==> config.mk <==
export PLATFORM = sky130hd
export DESIGN_NAME = cfg_bin_counter
export DESIGN_NICKNAME = d
export VERILOG_FILES = /design/src/rtl/cfg_bin_counter_pkg.sv /design/src/rtl/cfg_pol_norm.sv /design/src/rtl/cfg_op_sel.sv /design/src/rtl/cfg_next_val.sv /design/src/rtl/cfg_bin_counter.sv
export SDC_FILE = /design/constraint.sdc
export NUM_CORES = 1
export LEC_CHECK = 0
export BUFFER_PORTS_ARGS = -buffer_cell sky130_fd_sc_hd__clkbuf_2
export CORE_UTILIZATION = 45
export CTS_CLUSTER_SIZE = 10
export DETAILED_ROUTE_END_ITERATION = 8
export GPL_TIMING_DRIVEN = 0
export PLACE_DENSITY = 0.78
export SKIP_CTS_REPAIR_TIMING = 1
export SLEW_MARGIN = 20
export SYNTH_ARGS = -nofsm -noshare
export SYNTH_HDL_FRONTEND = slang
export SYNTH_SLANG_ARGS = --single-unit
==> constraint.sdc <==
create_clock -name clk -period 2.2 [get_ports clk]
set_clock_uncertainty 0.2 [all_clocks]
set_input_delay 0.33 -clock clk [delete_from_list [all_inputs] [get_ports clk]]
set_output_delay 0.33 -clock clk [all_outputs]
set_load 0.01 [all_outputs]
==> src/rtl/cfg_bin_counter_pkg.sv <==
package cfg_bin_counter_pkg;

    // Operation selected for the coming active edge
    typedef enum logic [1:0] {
        OP_HOLD = 2'd0,
        OP_LOAD = 2'd1,
        OP_INC  = 2'd2,
        OP_DEC  = 2'd3
    } cnt_op_e;

    // Direction mode codes
    localparam int DIR_UP     = 0;
    localparam int DIR_DOWN   = 1;
    localparam int DIR_UPDOWN = 2;

    // Control polarity codes
    localparam int POL_LOW    = 0;
    localparam int POL_HIGH   = 1;
    localparam int POL_UNUSED = 2;

endpackage

==> src/rtl/cfg_pol_norm.sv <==
module cfg_pol_norm #(
    parameter int POL = 1
) (
    input  logic pin,
    output logic act
);
    import cfg_bin_counter_pkg::*;

    generate
        if (POL == POL_LOW) begin : g_low
            assign act = ~pin;
        end else if (POL == POL_HIGH) begin : g_high
            assign act = pin;
        end else begin : g_unused
            assign act = 1'b0;
        end
    endgenerate

endmodule

==> src/rtl/cfg_op_sel.sv <==
module cfg_op_sel #(
    parameter int DIR_MODE = 2
) (
    input  logic                          ld_act,
    input  logic                          en_act,
    input  logic                          dir_up,
    output cfg_bin_counter_pkg::cnt_op_e  op
);
    import cfg_bin_counter_pkg::*;

    logic go_up;

    generate
        if (DIR_MODE == DIR_UP) begin : g_up
            assign go_up = 1'b1;
        end else if (DIR_MODE == DIR_DOWN) begin : g_down
            assign go_up = 1'b0;
        end else begin : g_updown
            assign go_up = dir_up;
        end
    endgenerate

    // Priority: load, then enabled count, then hold
    always_comb begin
        if (ld_act) begin
            op = OP_LOAD;
        end else if (en_act) begin
            op = go_up ? OP_INC : OP_DEC;
        end else begin
            op = OP_HOLD;
        end
    end

endmodule

==> src/rtl/cfg_next_val.sv <==
module cfg_next_val #(
    parameter int WIDTH = 8
) (
    input  cfg_bin_counter_pkg::cnt_op_e op,
    input  logic [WIDTH-1:0]             cur,
    input  logic [WIDTH-1:0]             ld_data,
    output logic [WIDTH-1:0]             nxt
);
    import cfg_bin_counter_pkg::*;

    localparam logic [WIDTH-1:0] ONE = WIDTH'(1);

    always_comb begin
        unique case (op)
            OP_LOAD: nxt = ld_data;
            OP_INC:  nxt = cur + ONE;
            OP_DEC:  nxt = cur - ONE;
            default: nxt = cur;
        endcase
    end

endmodule

==> src/rtl/cfg_bin_counter.sv <==
module cfg_bin_counter #(
    parameter int WIDTH    = 8,
    parameter int DIR_MODE = 2,
    parameter int CLR_POL  = 0,
    parameter int EN_POL   = 1,
    parameter int LD_POL   = 1,
    parameter int EDGE_SEL = 0,
    parameter int TC_MODE  = 1
) (
    input  logic             clk,
    input  logic             clr,
    input  logic             cnt_en,
    input  logic             load,
    input  logic [WIDTH-1:0] load_val,
    input  logic             dir_up,
    output logic [WIDTH-1:0] count,
    output logic             term_cnt
);
    import cfg_bin_counter_pkg::*;

    localparam logic [WIDTH-1:0] ALL_ONES = {WIDTH{1'b1}};
    localparam logic [WIDTH-1:0] ZERO     = '0;
    localparam logic [WIDTH-1:0] ONE      = WIDTH'(1);

    logic             clr_act;
    logic             en_act;
    logic             ld_act;
    cnt_op_e          op;
    logic [WIDTH-1:0] q_r;
    logic [WIDTH-1:0] q_nxt;
    logic             tc_r;
    logic             tc_nxt;

    cfg_pol_norm #(.POL(CLR_POL)) u_clr_pol (.pin(clr),    .act(clr_act));
    cfg_pol_norm #(.POL(EN_POL))  u_en_pol  (.pin(cnt_en), .act(en_act));
    cfg_pol_norm #(.POL(LD_POL))  u_ld_pol  (.pin(load),   .act(ld_act));

    cfg_op_sel #(.DIR_MODE(DIR_MODE)) u_op_sel (
        .ld_act (ld_act),
        .en_act (en_act),
        .dir_up (dir_up),
        .op     (op)
    );

    cfg_next_val #(.WIDTH(WIDTH)) u_next (
        .op      (op),
        .cur     (q_r),
        .ld_data (load_val),
        .nxt     (q_nxt)
    );

    // Terminal flag decoded from the next value
    generate
        if (TC_MODE == 1) begin : g_tc_on
            assign tc_nxt = (q_nxt == ALL_ONES);
        end else begin : g_tc_off
            assign tc_nxt = 1'b0;
        end
    endgenerate

    // State register on the selected edge
    generate
        if (EDGE_SEL == 0) begin : g_rise
            always_ff @(posedge clk or posedge clr_act) begin
                if (clr_act) begin
                    q_r  <= ZERO;
                    tc_r <= 1'b0;
                end else begin
                    q_r  <= q_nxt;
                    tc_r <= tc_nxt;
                end
            end
        end else begin : g_fall
            always_ff @(negedge clk or posedge clr_act) begin
                if (clr_act) begin
                    q_r  <= ZERO;
                    tc_r <= 1'b0;
                end else begin
                    q_r  <= q_nxt;
                    tc_r <= tc_nxt;
                end
            end
        end
    endgenerate

    always_comb begin
        count    = q_r;
        term_cnt = tc_r;
    end

    // Checks, sampled on the active edge
    logic smp_clk;
    assign smp_clk = (EDGE_SEL == 0) ? clk : ~clk;

    logic step_up;
    logic step_dn;
    assign step_up = (DIR_MODE == DIR_UP) || ((DIR_MODE == DIR_UPDOWN) && dir_up);
    assign step_dn = (DIR_MODE == DIR_DOWN) || ((DIR_MODE == DIR_UPDOWN) && !dir_up);

    AST_CLEAR_ZERO: assert property (@(posedge smp_clk)
        clr_act |-> (count == ZERO && !term_cnt));

    AST_LOAD_TAKES: assert property (@(posedge smp_clk) disable iff (clr_act)
        ld_act |=> (count == $past(load_val)));

    AST_IDLE_HOLD: assert property (@(posedge smp_clk) disable iff (clr_act)
        (!ld_act && !en_act) |=> $stable(count));

    AST_STEP_UP: assert property (@(posedge smp_clk) disable iff (clr_act)
        (!ld_act && en_act && step_up) |=> (count == $past(count) + ONE));

    AST_STEP_DOWN: assert property (@(posedge smp_clk) disable iff (clr_act)
        (!ld_act && en_act && step_dn) |=> (count == $past(count) - ONE));

    AST_TC_DECODE: assert property (@(posedge smp_clk) disable iff (clr_act)
        term_cnt == ((TC_MODE == 1) && (count == ALL_ONES)));

endmodule

==> results of run 1 <==
## synth_stat cells (2+ instances only)
| master | number |
|---|---|
| a21oi_1 | 5 |
| a31oi_1 | 4 |
| buf_6 | 3 |
| dfrtp_1 | 9 |
| ha_1 | 2 |
| inv_1 | 5 |
| mux2i_1 | 3 |
| nand2_1 | 11 |
| nand4_1 | 2 |
| nor2_1 | 6 |
| o211ai_1 | 2 |
| o21ai_0 | 7 |
| or2_2 | 2 |
| or3_1 | 2 |
| xnor2_1 | 3 |
| xor2_1 | 2 |
## routing by layer
layer,share of wire [%],vias up
met5,0,-
met4,0.70,0
met3,2.0,2
met2,53,17
met1,44,380
li1,-,393
## through the flow
stage | setup TNS, ps | util (%) | power (mW)
2_1_floorplan | -1297 | - | 0.3673
3_3_place_gp | -2036 | 58.99 | 0.4290
3_5_place_dp | -2142 | 58.99 | 0.4365
4_1_cts | -917.3 | 60.67 | 0.5588
5_1_grt | -1041 | 67.01 | 0.6336
6_report | -821.1 | 67.01 | 0.5925
## critical path, delay by kind of cell
kind	cells	cell delay (ps)
simple gates	4	1300
compound gates	2	390
xor+xnor	2	330
fa+ha+maj	1	200
buf+inv	1	100
## power groups by stage
stage,clock network [mW],registers (mW),logic (mW)
2_1_floorplan,0,0.228,0.139
3_3_place_gp,0,0.224,0.205
3_5_place_dp,0,0.226,0.210
4_1_cts,0.125,0.223,0.211
5_1_grt,0.138,0.236,0.259
6_report,0.120,0.234,0.239
## worst min-delay path by stage
stage / slack (ps) / from / cells after the start / end
floorplan: -170 / clr / 0 / count[0]
global placement: -10 / clr / 1 / count[1]
detailed placement: -10 / clr / 1 / count[1]
CTS: -290 / clr / 1 / count[1]
global route: 110 / load_val[6] / 3 / count[6]
finish: 100 / load_val[6] / 3 / count[6]
## area by class of cell
cell class	count	area share, %
Inverter	6	2.515
Multi-Input combinational cell	73	53.77
Buffer	3	3.473
Timing Repair Buffer	25	14.25
Tap cell	16	1.916
Sequential cell	9	21.56
Clock buffer	4	2.515
## cell families (layout without fill, tap and decap cells)
group	Yosys count	after routing	synth area share, %
and+or+nand+nor	33	33	22.98
AOI/OAI and AO/OA	29	29	25.08
buffers and inverters	11	38	8.574
DFF	9	9	29.13
xor gates and xnor gates	5	5	5.664
muxes	4	4	5.340
adders and majority gates	2	2	3.236
## flip-flops by register name, indices dropped and copies added (netlist names)
register / cells
term_cnt: 1
count: 8
## layout by cell type (no fill, tap or decap), types with 2 or more instances in the layout
cell type  synthesis  layout
mux2i_1            3       3
clkbuf_4           0       3
nand2_1           11      11
or3_1              2       2
o21ai_0            7       7
dfrtp_1            9       9
a21oi_2            1       2
inv_1              5       4
buf_4              0       5
nand4_1            2       2
buf_6              3       2
a31oi_1            4       4
xnor2_2            0       2
or2_2              2       2
a21oi_1            5       3
o211ai_1           2       2
nor2_1             6       6
clkbuf_2           1      18
==> metrics.csv, run 1 <==
metric,value,unit
fin_crit_sh,120.8,%
multi_input_area,561.8,µm²
grt-busiest-layer,met2,
path_cells,buf_12 -> or3b_4 -> xnor2_2 -> ha_2 -> or4_4 -> nor2_1 -> o21ai_2 -> xnor2_2 -> a211oi_1 -> and4_1,
slew_headroom,75.76,%
power.switching,0.2183,mW
yosys_most_used_dff,dfrtp_1,
grt_util_met2,33.33,%
setup_violations,3,
rsz0062_at_grt,yes,
place_congestion,0.7766,
grt_pass1_wl,3.029,mm
start_util,49.60,%
holdWs,101.1,ps
clkTransAtPathRegs,50,ps
drc,0,
slowest_stage,or4_4,
seq_power_share,39.4,%
yosys_warnings,0,
p_int,0.3741,mW
crit_arrival,2650,ps
overflow,0,
area_growth,35.11,%
r2r_slack,-400,ps
yosys-top-cells-area,"dfrtp_1, nand2_1, o21ai_0",
die_x,43.45,µm
crit_path_max_incr_delay,500,ps
worst-setup-path-type,input port to flop,
r2r-start,count[1],
n_antenna_cell,0,
fmax,376.3,MHz
core-area,1559,µm²
die-area,1888,µm²
ctsLongestPathBuffers,2,
vias,792,
clkSinkCount,9,
final_area,1045,µm²
p_comb_share,40.3,%
p_per_area,567.1,nW/µm²
syn_inst,93,
syn_area,773.2,µm²
irDropWorstVdd,0.4308,mV
outcome,finished with violations,
crit_start,dir_up,
path_max_fanout,4,
grt_use_met1,31.32,%
layout_setup_ws,-457.4,ps
r2r-end,term_cnt,
hold_class,input port to flop,
crit_path_end,term_cnt,
leakage,0.4585,nW
cts_made_buffers,3,
first_pass_iters,4,
synthArstFlopShare,100.0,%
placed_cell_area,919.6,µm²
drive_gt1_share,41.67,%
synth_enable_flop_cells,0,
dp_hpwl,1.385,mm
layoutNonFillerInstCount,136,
dpl_worst_slack,-697.4,ps
swShare,36.85,%
antenna_found_initial,0,
ys_seq_area_share,29.13,%
worst_slew_pin_slew,359.0,ps
finalMaxSlewViolations,0,
clock_latency,250,ps
fin_nets,136,
violations,negative setup slack,
grtUsageTotal,21.31,%
hold_viol,0,
fill_cells,125,
use_met3,1.250,%
viasPerCell,5.824,
yosys.area.top_type,dfrtp_1,
r2r_cells,8,
period_minus_slack,2657,ps
end_kind,flop,
synth_cell_types,41,
seqCellArea,225.2,µm²
wl_per_cell,14.75,µm
ys_seq_elements,9,
rows,14,
syn_area_per_cell,8.314,µm²
ant_nets,0,
die_h,43.45,µm
cts.htree.levels,1,
yosys.area.top_type_share,29.13,%
cap_viol_max_count,0,
critPathRequiredTime,2190,ps
crit_top_cell,xnor2_2,
wirelength,2.006,mm
first_global_vias,664,
clock-root-buffer,clkbuf_4,
syn_nets,108,
numPortBuffers,20,
start_kind,input port,
pwr-share-clk,20.3,%
num_io_pins,22,
drt_iter0_drc,14,
grt_max_degree,11,
cts_tree,yes,
placedCellCount,129,
Note: power is estimated with default switching activity, not from simulation.
==> run 2: changes to the inputs <==
--- a/config.mk
+++ b/config.mk
@@ -7,10 +7,11 @@
 export LEC_CHECK = 0
 export BUFFER_PORTS_ARGS = -buffer_cell sky130_fd_sc_hd__clkbuf_2
 export CORE_UTILIZATION = 45
+export CTS_CLUSTER_DIAMETER = 60
 export CTS_CLUSTER_SIZE = 10
 export DETAILED_ROUTE_END_ITERATION = 8
 export GPL_TIMING_DRIVEN = 0
-export PLACE_DENSITY = 0.78
+export PLACE_DENSITY = 0.73
 export SKIP_CTS_REPAIR_TIMING = 1
 export SLEW_MARGIN = 20
 export SYNTH_ARGS = -nofsm -noshare
==> run 2 against run 1 <==
  * The flow finishes with violations (design-rule violations, negative setup slack)
  * Global-route usage is 1.6 points higher
  * Largest power group unchanged
  * Via count increased by 4.8%
  * Flip-flop and latch count unchanged
  * Sequential share of layout area fell by 0.15 points
  * Worst hold slack better by 1.6 ps
  * Clock power about the same
  * Final cell count is 2.2% higher
  * First-iteration DRC count is 64% higher
==> metrics.csv, run 2 (same netlist as run 1, synthesis figures left out) <==
metric,value,unit,change
p_per_area,558.2,nW/µm²,-1.6%
cap_viol_max_count,0,,unchanged
fin_crit_sh,113.4,%,-7.4 points
cts.htree.levels,1,,unchanged
outcome,finished with violations,,
drc,2,,+2
die-area,1888,µm²,unchanged
num_io_pins,22,,unchanged
grt_pass1_wl,3.187,mm,+5.2%
wl_per_cell,14.35,µm,-2.7%
viasPerCell,5.971,,+2.5%
holdWs,102.7,ps,+1.607 ps
start_kind,input port,,
overflow,0,,unchanged
first_pass_iters,6,,+2
placedCellCount,129,,unchanged
finalMaxSlewViolations,0,,unchanged
n_antenna_cell,0,,unchanged
core-area,1559,µm²,unchanged
rows,14,,unchanged
hold_viol,0,,unchanged
start_util,49.60,%,unchanged
ant_nets,0,,unchanged
worst-setup-path-type,input port to flop,,
slew_headroom,74.90,%,-0.87 points
holdCritStartpoint,load_val[6],,
wirelength,1.994,mm,-0.60%
fin_nets,139,,+2.2%
numPortBuffers,20,,unchanged
fmax,401.0,MHz,+6.6%
period_minus_slack,2494,ps,-163.4 ps
cts_made_buffers,3,,unchanged
r2r_cells,8,,unchanged
irDropWorstVdd,0.4596,mV,+6.7%
end_kind,flop,,
layout_common_cells,"clkbuf_2, nand2_1, dfrtp_1, o21ai_0, buf_4",,
path_max_fanout,4,,unchanged
antenna_found_initial,0,,unchanged
setup_tns,-410.4,ps,+410.7 ps
violations,"design-rule violations, negative setup slack",,
drive_gt1_share,41.46,%,-0.20 points
clock_latency,250,ps,about the same
die_h,43.45,µm,unchanged
r2r-start,count[1],,
clkSinkCount,9,,unchanged
ctsLongestPathBuffers,2,,unchanged
vias,830,,+4.8%
dp_hpwl,1.411,mm,+1.9%
largest_register_ffs,8,,unchanged
placed_cell_area,919.6,µm²,unchanged
rsz0062_at_grt,yes,,
clkTransAtPathRegs,60,ps,about the same
multi_input_area,543.0,µm²,-3.3%
die_x,43.45,µm,unchanged
area_growth,36.08,%,
leakage,0.4720,nW,+3.0%
setup_violations,2,,-1
hold_depth,3,,unchanged
min_to,count[6],,
fill_cells,129,,+3.2%
first_global_vias,728,,+9.6%
cts_tree,yes,,
drt_iter0_drc,23,,+9
r2r_slack,-240,ps,+160 ps
critPathRequiredTime,2190,ps,about the same
worst_slew_pin_slew,371.8,ps,+12.83 ps
grt_max_degree,11,,unchanged
place_congestion,0.8317,,+7.1%
grtUsageTotal,22.88,%,+1.6 points
crit_arrival,2490,ps,-160 ps
layoutNonFillerInstCount,139,,+2.2%
hold_class,input port to flop,,
clock-root-buffer,clkbuf_4,,
seqCellArea,225.2,µm²,unchanged
fin_total_pwr,0.5874,mW,-0.86%
layout_setup_ws,-294.0,ps,+163.4 ps
final_common_cell,clkbuf_2,,
r2r-end,term_cnt,,
final_area,1052,µm²,+0.72%
run 2: worst max-delay path by stage:
stage               startpoint        to  slack (ps)  cells past startpoint
floorplan               dir_up  term_cnt        -480                     11
global route            dir_up  term_cnt        -370                     10
finish                  dir_up  term_cnt        -290                     10
CTS                       load  term_cnt        -420                     11
detailed placement        load  term_cnt        -680                     11
global placement          load  term_cnt        -680                     11
run 2: area by class of cell:
| cell class | instances | area share, % |
|---|---|---|
| buffer | 3 | 3.448 |
| inverter | 6 | 2.497 |
| tap | 16 | 1.902 |
| multi-input combinational | 73 | 51.61 |
| timing repair buffer | 28 | 16.65 |
| sequential | 9 | 21.40 |
| clock buffer | 4 | 2.497 |
run 2: metal layers:
layer / up-vias / track usage [%] / routed length [µm]
li1: 404 / - / -
met1: 400 / 30.26 / 927
met2: 24 / 38.18 / 978
met3: 2 / 1.250 / 68
met4: 0 / 11.25 / 19
met5: - / 0 / 0
run 2: report_power, final:
part	leakage [nW]	total, mW	internal [mW]	switching [mW]
Clock	0.0150	0.123	0.0696	0.0537
Sequential	0.108	0.232	0.186	0.0453
Combinational	0.349	0.233	0.117	0.116
Total	0.472	0.587	0.372	0.215
run 2: metrics by stage:
stage                     setup slack, ps  util [%]
after floorplan                    -482.4         -
after global placement             -678.4     58.99
after detailed placement           -677.3     58.99
after CTS                          -424.9     60.67
after global routing               -372.4     67.50
final                              -294.0     67.50
run 2: critical path, stage by stage:
cell and delay, ps:
buf_12 100, or3b_4 400, xnor2_2 150, ha_2 210, or4_4 440, o21ai_4 170
and3_4 210, nor3_4 40, o31ai_2 220, and4_1 220
